--- src/rtl/trip_pkg.sv ---
package trip_pkg;

    // Trip sources presented to the request combiner.
    typedef struct packed {
        logic ph_toc;
        logic gnd_toc;
        logic freq;
        logic manual;
        logic open_cmd;
        logic inst_oc;
    } trip_src_t;

    // Sealed output state of the top level.
    typedef struct packed {
        logic trip;
    } seal_state_t;

endpackage

--- src/rtl/trip_req_comb.sv ---
module trip_req_comb
    import trip_pkg::*;
(
    input  trip_src_t src_i,
    input  logic      shot_zero_i,
    output logic      direct_o,
    output logic      req_o
);

    always_comb begin
        direct_o = src_i.ph_toc | src_i.gnd_toc | src_i.freq
                 | src_i.manual | src_i.open_cmd;
        // Instantaneous element only counts on the first shot.
        req_o    = direct_o | (src_i.inst_oc & shot_zero_i);
    end

endmodule

--- src/rtl/trip_min_timer.sv ---
module trip_min_timer #(
    parameter int unsigned DUR_W = 8
) (
    input  logic             clk_i,
    input  logic             rst_i,
    input  logic             load_i,
    input  logic [DUR_W-1:0] load_val_i,
    input  logic             stb_i,
    output logic [DUR_W-1:0] count_o,
    output logic             expired_o
);

    typedef struct packed {
        logic [DUR_W-1:0] cnt;
    } tmr_t;

    tmr_t tmr_d, tmr_q;

    always_comb begin
        tmr_d = tmr_q;
        if (load_i) begin
            tmr_d.cnt = load_val_i;
        end else if (stb_i && (tmr_q.cnt != '0)) begin
            tmr_d.cnt = tmr_q.cnt - 1'b1;
        end
    end

    always_ff @(posedge clk_i) begin
        if (rst_i) begin
            tmr_q <= '0;
        end else begin
            tmr_q <= tmr_d;
        end
    end

    assign count_o   = tmr_q.cnt;
    assign expired_o = (tmr_q.cnt == '0);

endmodule

--- src/rtl/trip_shot_ctr.sv ---
module trip_shot_ctr #(
    parameter  int unsigned SHOT_MAX = 3,
    localparam int unsigned SHOT_W   = $clog2(SHOT_MAX + 1)
) (
    input  logic              clk_i,
    input  logic              rst_i,
    input  logic              step_i,
    input  logic              clr_i,
    output logic [SHOT_W-1:0] shot_o
);

    localparam logic [SHOT_W-1:0] SHOT_TOP = SHOT_W'(SHOT_MAX);

    typedef struct packed {
        logic [SHOT_W-1:0] shot;
    } shot_t;

    shot_t shot_d, shot_q;

    always_comb begin
        shot_d = shot_q;
        if (clr_i) begin
            shot_d.shot = '0;
        end else if (step_i && (shot_q.shot != SHOT_TOP)) begin
            shot_d.shot = shot_q.shot + 1'b1;
        end
    end

    always_ff @(posedge clk_i) begin
        if (rst_i) begin
            shot_q <= '0;
        end else begin
            shot_q <= shot_d;
        end
    end

    assign shot_o = shot_q.shot;

endmodule

--- src/rtl/trip_seal_top.sv ---
module trip_seal_top
    import trip_pkg::*;
#(
    parameter  int unsigned DUR_W    = 8,
    parameter  int unsigned SHOT_MAX = 3,
    localparam int unsigned SHOT_W   = $clog2(SHOT_MAX + 1)
) (
    input  logic              clk_i,
    input  logic              rst_i,
    input  logic              cyc_stb_i,
    input  logic              ph_toc_trip_i,
    input  logic              gnd_toc_trip_i,
    input  logic              freq_trip_i,
    input  logic              manual_trip_i,
    input  logic              ph_inst_oc_i,
    input  logic              open_cmd_i,
    input  logic              ph_pickup_i,
    input  logic              gnd_pickup_i,
    input  logic              shot_rst_i,
    input  logic [DUR_W-1:0]  min_dur_i,
    output logic              trip_o,
    output logic [SHOT_W-1:0] shot_o
);

    trip_src_t         src;
    logic              direct_req;
    logic              any_req;
    logic              tmr_expired;
    logic [DUR_W-1:0]  tmr_cnt;
    logic              unlatch;
    logic              trip_rise;
    seal_state_t       seal_d, seal_q;

    assign src = '{ph_toc:   ph_toc_trip_i,
                   gnd_toc:  gnd_toc_trip_i,
                   freq:     freq_trip_i,
                   manual:   manual_trip_i,
                   open_cmd: open_cmd_i,
                   inst_oc:  ph_inst_oc_i};

    trip_req_comb u_req (
        .src_i       (src),
        .shot_zero_i (shot_o == '0),
        .direct_o    (direct_req),
        .req_o       (any_req)
    );

    always_comb begin
        unlatch   = ~ph_pickup_i & ~gnd_pickup_i;
        seal_d    = seal_q;
        // Sealed in: drop only with no request, expired timer and unlatch.
        seal_d.trip = any_req | (seal_q.trip & ~(tmr_expired & unlatch));
        trip_rise = seal_d.trip & ~seal_q.trip;
    end

    always_ff @(posedge clk_i) begin
        if (rst_i) begin
            seal_q <= '0;
        end else begin
            seal_q <= seal_d;
        end
    end

    trip_min_timer #(.DUR_W(DUR_W)) u_tmr (
        .clk_i      (clk_i),
        .rst_i      (rst_i),
        .load_i     (trip_rise),
        .load_val_i (min_dur_i),
        .stb_i      (cyc_stb_i),
        .count_o    (tmr_cnt),
        .expired_o  (tmr_expired)
    );

    trip_shot_ctr #(.SHOT_MAX(SHOT_MAX)) u_shot (
        .clk_i  (clk_i),
        .rst_i  (rst_i),
        .step_i (trip_rise),
        .clr_i  (shot_rst_i),
        .shot_o (shot_o)
    );

    assign trip_o = seal_q.trip;

endmodule

--- config.mk ---
export PLATFORM = sky130hd
export DESIGN_NAME = trip_seal_top
export DESIGN_NICKNAME = d
export VERILOG_FILES = /design/src/rtl/trip_pkg.sv /design/src/rtl/trip_req_comb.sv /design/src/rtl/trip_min_timer.sv /design/src/rtl/trip_shot_ctr.sv /design/src/rtl/trip_seal_top.sv
export SDC_FILE = /design/constraint.sdc
export NUM_CORES = 1
export LEC_CHECK = 0
export BUFFER_PORTS_ARGS = -buffer_cell sky130_fd_sc_hd__buf_2
export CORE_MARGIN = 4
export CORE_UTILIZATION = 45
export DETAILED_ROUTE_END_ITERATION = 8
export PLACE_DENSITY = 0.72
export SETUP_SLACK_MARGIN = 0.4
export SLEW_MARGIN = 20
export SYNTH_ARGS = -nofsm -noshare
export SYNTH_HDL_FRONTEND = slang
export SYNTH_HIERARCHICAL = 1
export SYNTH_SLANG_ARGS = --single-unit
--- constraint.sdc ---
create_clock -name clk_i -period 3.4 [get_ports clk_i]
set_clock_uncertainty 0.1 [all_clocks]
set_input_delay 0.68 -clock clk_i [delete_from_list [all_inputs] [get_ports clk_i]]
set_output_delay 0.68 -clock clk_i [all_outputs]
set_load 0.05 [all_outputs]
---- After elaboration in Yosys (flattened, before gate mapping) ----
Cells that the tools add are included.
storage, ports and cells
  memories kept ........................... 0
  register bits after elaboration ......... 11
  bits in latches ......................... 0
  ROM bits ................................ 0
  memory bits (writable) .................. 0
operators by class
  equal/unequal tests ..................... 1
  shift operators ......................... 0
  $mul .................................... 0
  mux-type cells .......................... 2
  div/mod/pow operators ................... 0
  bitwise operators ....................... 15
  reduce and logical (&&, ||, !) cells .... 7
  add/subtract/negate cells ............... 2
  order comparisons ....................... 0
operators by type and width
  operator             count
  $mux 8               2
  $logic_not 8->1      1
  $reduce_bool 8->1    1
  $sub 8x1->8 const B  1
  $or 1x1->1           6
  $and 1x1->1          5
  $not 1->1            4
  $add 2x1->2 const B  1
  $logic_and 1x1->1    2
  $logic_not 2->1      1
  $ne 2x2->1 const B   1
  $reduce_bool 2->1    1
  $reduce_or 2->1      1

---- Longest topological paths before layout ----
  depth in word-level cells ............... 8
  depth in mapped cells ................... 8

---- Cells and area by module ----
The synthesis kept the hierarchy.
modules (own cells, without submodules)
  module          cells each  times used  area each (µm²)  sequential area each (µm²)
  trip_min_timer  59          1           515.5            160.2
  trip_shot_ctr   8           1           105.1            40.0
  trip_seal_top   6           1           53.8             20.0
  trip_req_comb   5           1           26.3             0.0

---- Least setup slack after synthesis ----
Ideal clock, no wire load.
  path kind ............................... input -> register
  start point ............................. input port gnd_toc_trip_i
  end point ............................... register u_tmr.tmr_q, in the netlist u_tmr/count_o[2]
  cell stages on the path ................. 6
  setup slack ............................. 1277 ps
  path buffers ............................ 1
  data arrival time ....................... 1953 ps
  cell sequence ........................... nor3_2 -> nand3_1 -> nor2b_1 -> clkbuf_1 -> or3_2 -> a21oi_1
on the way
  word-level cells in the longest chain between the ends .. 8
ends and longest elaborated chain
  element                                      RTL line              text
  from (decl)                                  trip_seal_top.sv:12   input logic gnd_toc_trip_i,
  $or 1x1->1 * (2 in a row)                    trip_req_comb.sv:11   direct_o = src_i.ph_toc | src_i.gnd_toc | src_i.freq
  $or 1x1->1 * (2 in a row)                    trip_req_comb.sv:12   | src_i.manual | src_i.open_cmd;
  $or 1x1->1 *                                 trip_req_comb.sv:14   req_o = direct_o | (src_i.inst_oc & shot_zero_i);
  net any_req                                  trip_seal_top.sv:27   logic any_req;
  $or 1x1->1 *                                 trip_seal_top.sv:52   seal_d.trip = any_req | (seal_q.trip & ~(tmr_expired & unlatch));
  $and 1x1->1 *                                trip_seal_top.sv:53   trip_rise = seal_d.trip & ~seal_q.trip;
  net trip_rise                                trip_seal_top.sv:31   logic trip_rise;
  $mux 8 or $reduce_bool 2->1 (tied branches)  -
  to (signal assigned)                         trip_min_timer.sv:32  tmr_q <= tmr_d;
  to (decl)                                    trip_min_timer.sv:17  tmr_t tmr_d, tmr_q;
Mark *: on every way through the listed nets, which the timed path passes. The rest lies on a longest branch.
A chain may end at the register's enable or synchronous reset.

---- Worst setup path in the final report ----
  start point ............................. input port ph_inst_oc_i
  end point ............................... register u_tmr.tmr_q, in the netlist u_tmr/count_o[0]
on the way
  word-level cells in the longest chain between the ends .. 5
ends and longest elaborated chain
  element                                      RTL line             text
  from (decl)                                  trip_seal_top.sv:15  input logic ph_inst_oc_i,
  $and 1x1->1 *                                trip_req_comb.sv:14
  $or 1x1->1 *                                 trip_req_comb.sv:14
  net any_req                                  trip_seal_top.sv:27
  $or 1x1->1 *                                 trip_seal_top.sv:52
  $and 1x1->1 *                                trip_seal_top.sv:53
  net trip_rise                                trip_seal_top.sv:31
  $mux 8 or $reduce_bool 2->1 (tied branches)  -
Marks and branches as above.

==> flow_summary.toml <==
[clock_network]
numCtsBuffers = 3
ctsResizeCount = 0
cts_tree = "yes"
clock_path_buffers = 2
insertion_delay_ns = 0.27
clkSinkCount = 11
cts-hold-fix-buffers = 0
cts.clk_slew.worst_paths_ns = 0.07
cts_root_buf = "clkbuf_4"
h-tree-depth = 1
postCtsSetupBuffers = 0

[cells_and_area]
syn2layout_area_growth_pct = 21.2
finish.utilization_pct = 61.1
seq_area_um2 = 220
nFillCells = 130
fin_area_um2 = 845
final_cells = 116
finalNetCount = 125
multi_input_area_um2 = 450
drive_gt1_share_pct = 37.6
antenna_cells = 0

[synth]
syn_inst = 77
synthesis.nets = 100
synth.avg_cell_area_um2 = 9.05
yosys_warnings = 6
syn_area_um2 = 697

[die]
design.core.area_mm2 = 0.00138
die_y_um = 47.4
start_util_pct = 50.4
die_w_um = 47.4
dieArea_mm2 = 0.00224
pin_count = 23
rows = 13

[timing]
fmax_ghz = 0.436
period_minus_slack_ns = 2.29
setup_slack_ns = 1.11
relSlewSlack_pct = 49.5
slew_viol_final = 0
rsz0062_at_grt = "false"
timing.hold.ws_ns = 0.418
finalSetupViolCount = 0
worst_pin_slew_ns = 0.757
hold_violations = 0
setup-tns-final_ns = 0
post-route-period-util_pct = 67.4

[place]
place_inst = 112
port_buffers = 22
gp_congestion = 0.756
placed_area_um2 = 818
dp_hpwl_um = 1200
pre_cts_ws_ns = 0.861

[setup_path]
cpMaxStageDelayCell = "nor2b_1"
worstSetupEndpointType = "flip-flop"
critical-path-max-stage-delay_ns = 0.63
worstPathMaxFanout = 12
critPathArrivalTime_ns = 2.35
r2r_cells = 7
crit_type = "in2reg"
critPathLaunchType = "input pin"
path_cells = "buf_2 -> nand2_1 -> nand3_1 -> nor2b_1 -> clkinv_1 -> nor2_1 -> a211oi_2"
critPathRequiredTime_ns = 3.46

[routing]
wire_per_inst_um = 14.2
drc = 0
first_iter_violations = 10
wirelength_um = 1650
vias = 645
antenna_left = 0
via_per_inst = 5.56
drt_pass1_iterations = 4

[global_route]
grt_pass1_vias = 644
grt_usage_pct = 18.1
overflow = 0
grt_max_degree = 14
grt_pass1_wl_um = 2750
antenna_found_initial = 0

[status]
status = "finished, final reports clean"

[run]
drv_cap = 0

[pwr]
p_leak_nw = 0.349
powerDensity_mw_per_mm2 = 399
power_mw = 0.337
peakVddDrop_uv = 259

[hold_path]
min_path_cells = 2
hold_path_class = "reg2reg"
==> worst max-delay path: cells and delay by family <==
family                 cells  cell delay (ns)
AOI/OAI and AO/OA          1             0.07
buffers and inverters      2             0.54
and+or+nand+nor            4             1.06
==> flip-flops by register name, summed over array words and instances (netlist names) <==
register and flops:
trip_o 1, u_tmr/count_o 8, u_shot/shot_o 2
==> metal layers <==
metal,global-route usage (%),vias to the layer above,part of all wire [%]
met1,20.9,300,43
met2,30.2,12,50
li1,-,331,-
met4,6.63,0,1.3
met5,0,-,0
met3,6.90,2,5.9
==> layout by cell type (no fill, tap or decap), types with 2 or more instances in the layout <==
master	count
a21oi_1	5
a311oi_1	2
buf_2	22
clkbuf_4	3
dfxtp_1	11
ha_1	3
inv_1	4
mux2i_1	2
nand2_1	3
nor2_1	9
nor3_1	2
nor3_2	3
nor3b_1	3
o21ai_0	3
or3_2	2
or4_1	2
or4_2	2
xnor2_1	4
==> final timing paths <==
check / from / endpoint / slack [ns]
hold / removal: trip_o / trip_o / 0.42
setup reg to reg: u_shot/shot_o[1] / u_tmr/count_o[0] / 1.14
setup / recovery: ph_inst_oc_i / u_tmr/count_o[0] / 1.11
hold reg to reg: trip_o / trip_o / 0.42
==> where the power goes <==
part	switching, mW	internal (mW)	total, mW
clock	0.0474	0.0455	0.0930
combinational	0.0497	0.0434	0.0931
sequential	0.0117	0.139	0.151
==> layout make-up <==
cell class / count / share of cell area (%)
sequential: 11 / 26.1
timing repair buffer: 22 / 13.0
tap: 15 / 2.22
multi-input combinational: 59 / 53.3
inverter: 5 / 2.22
clock buffer: 4 / 3.11
No activity file was read; power rests on OpenSTA's default activity.
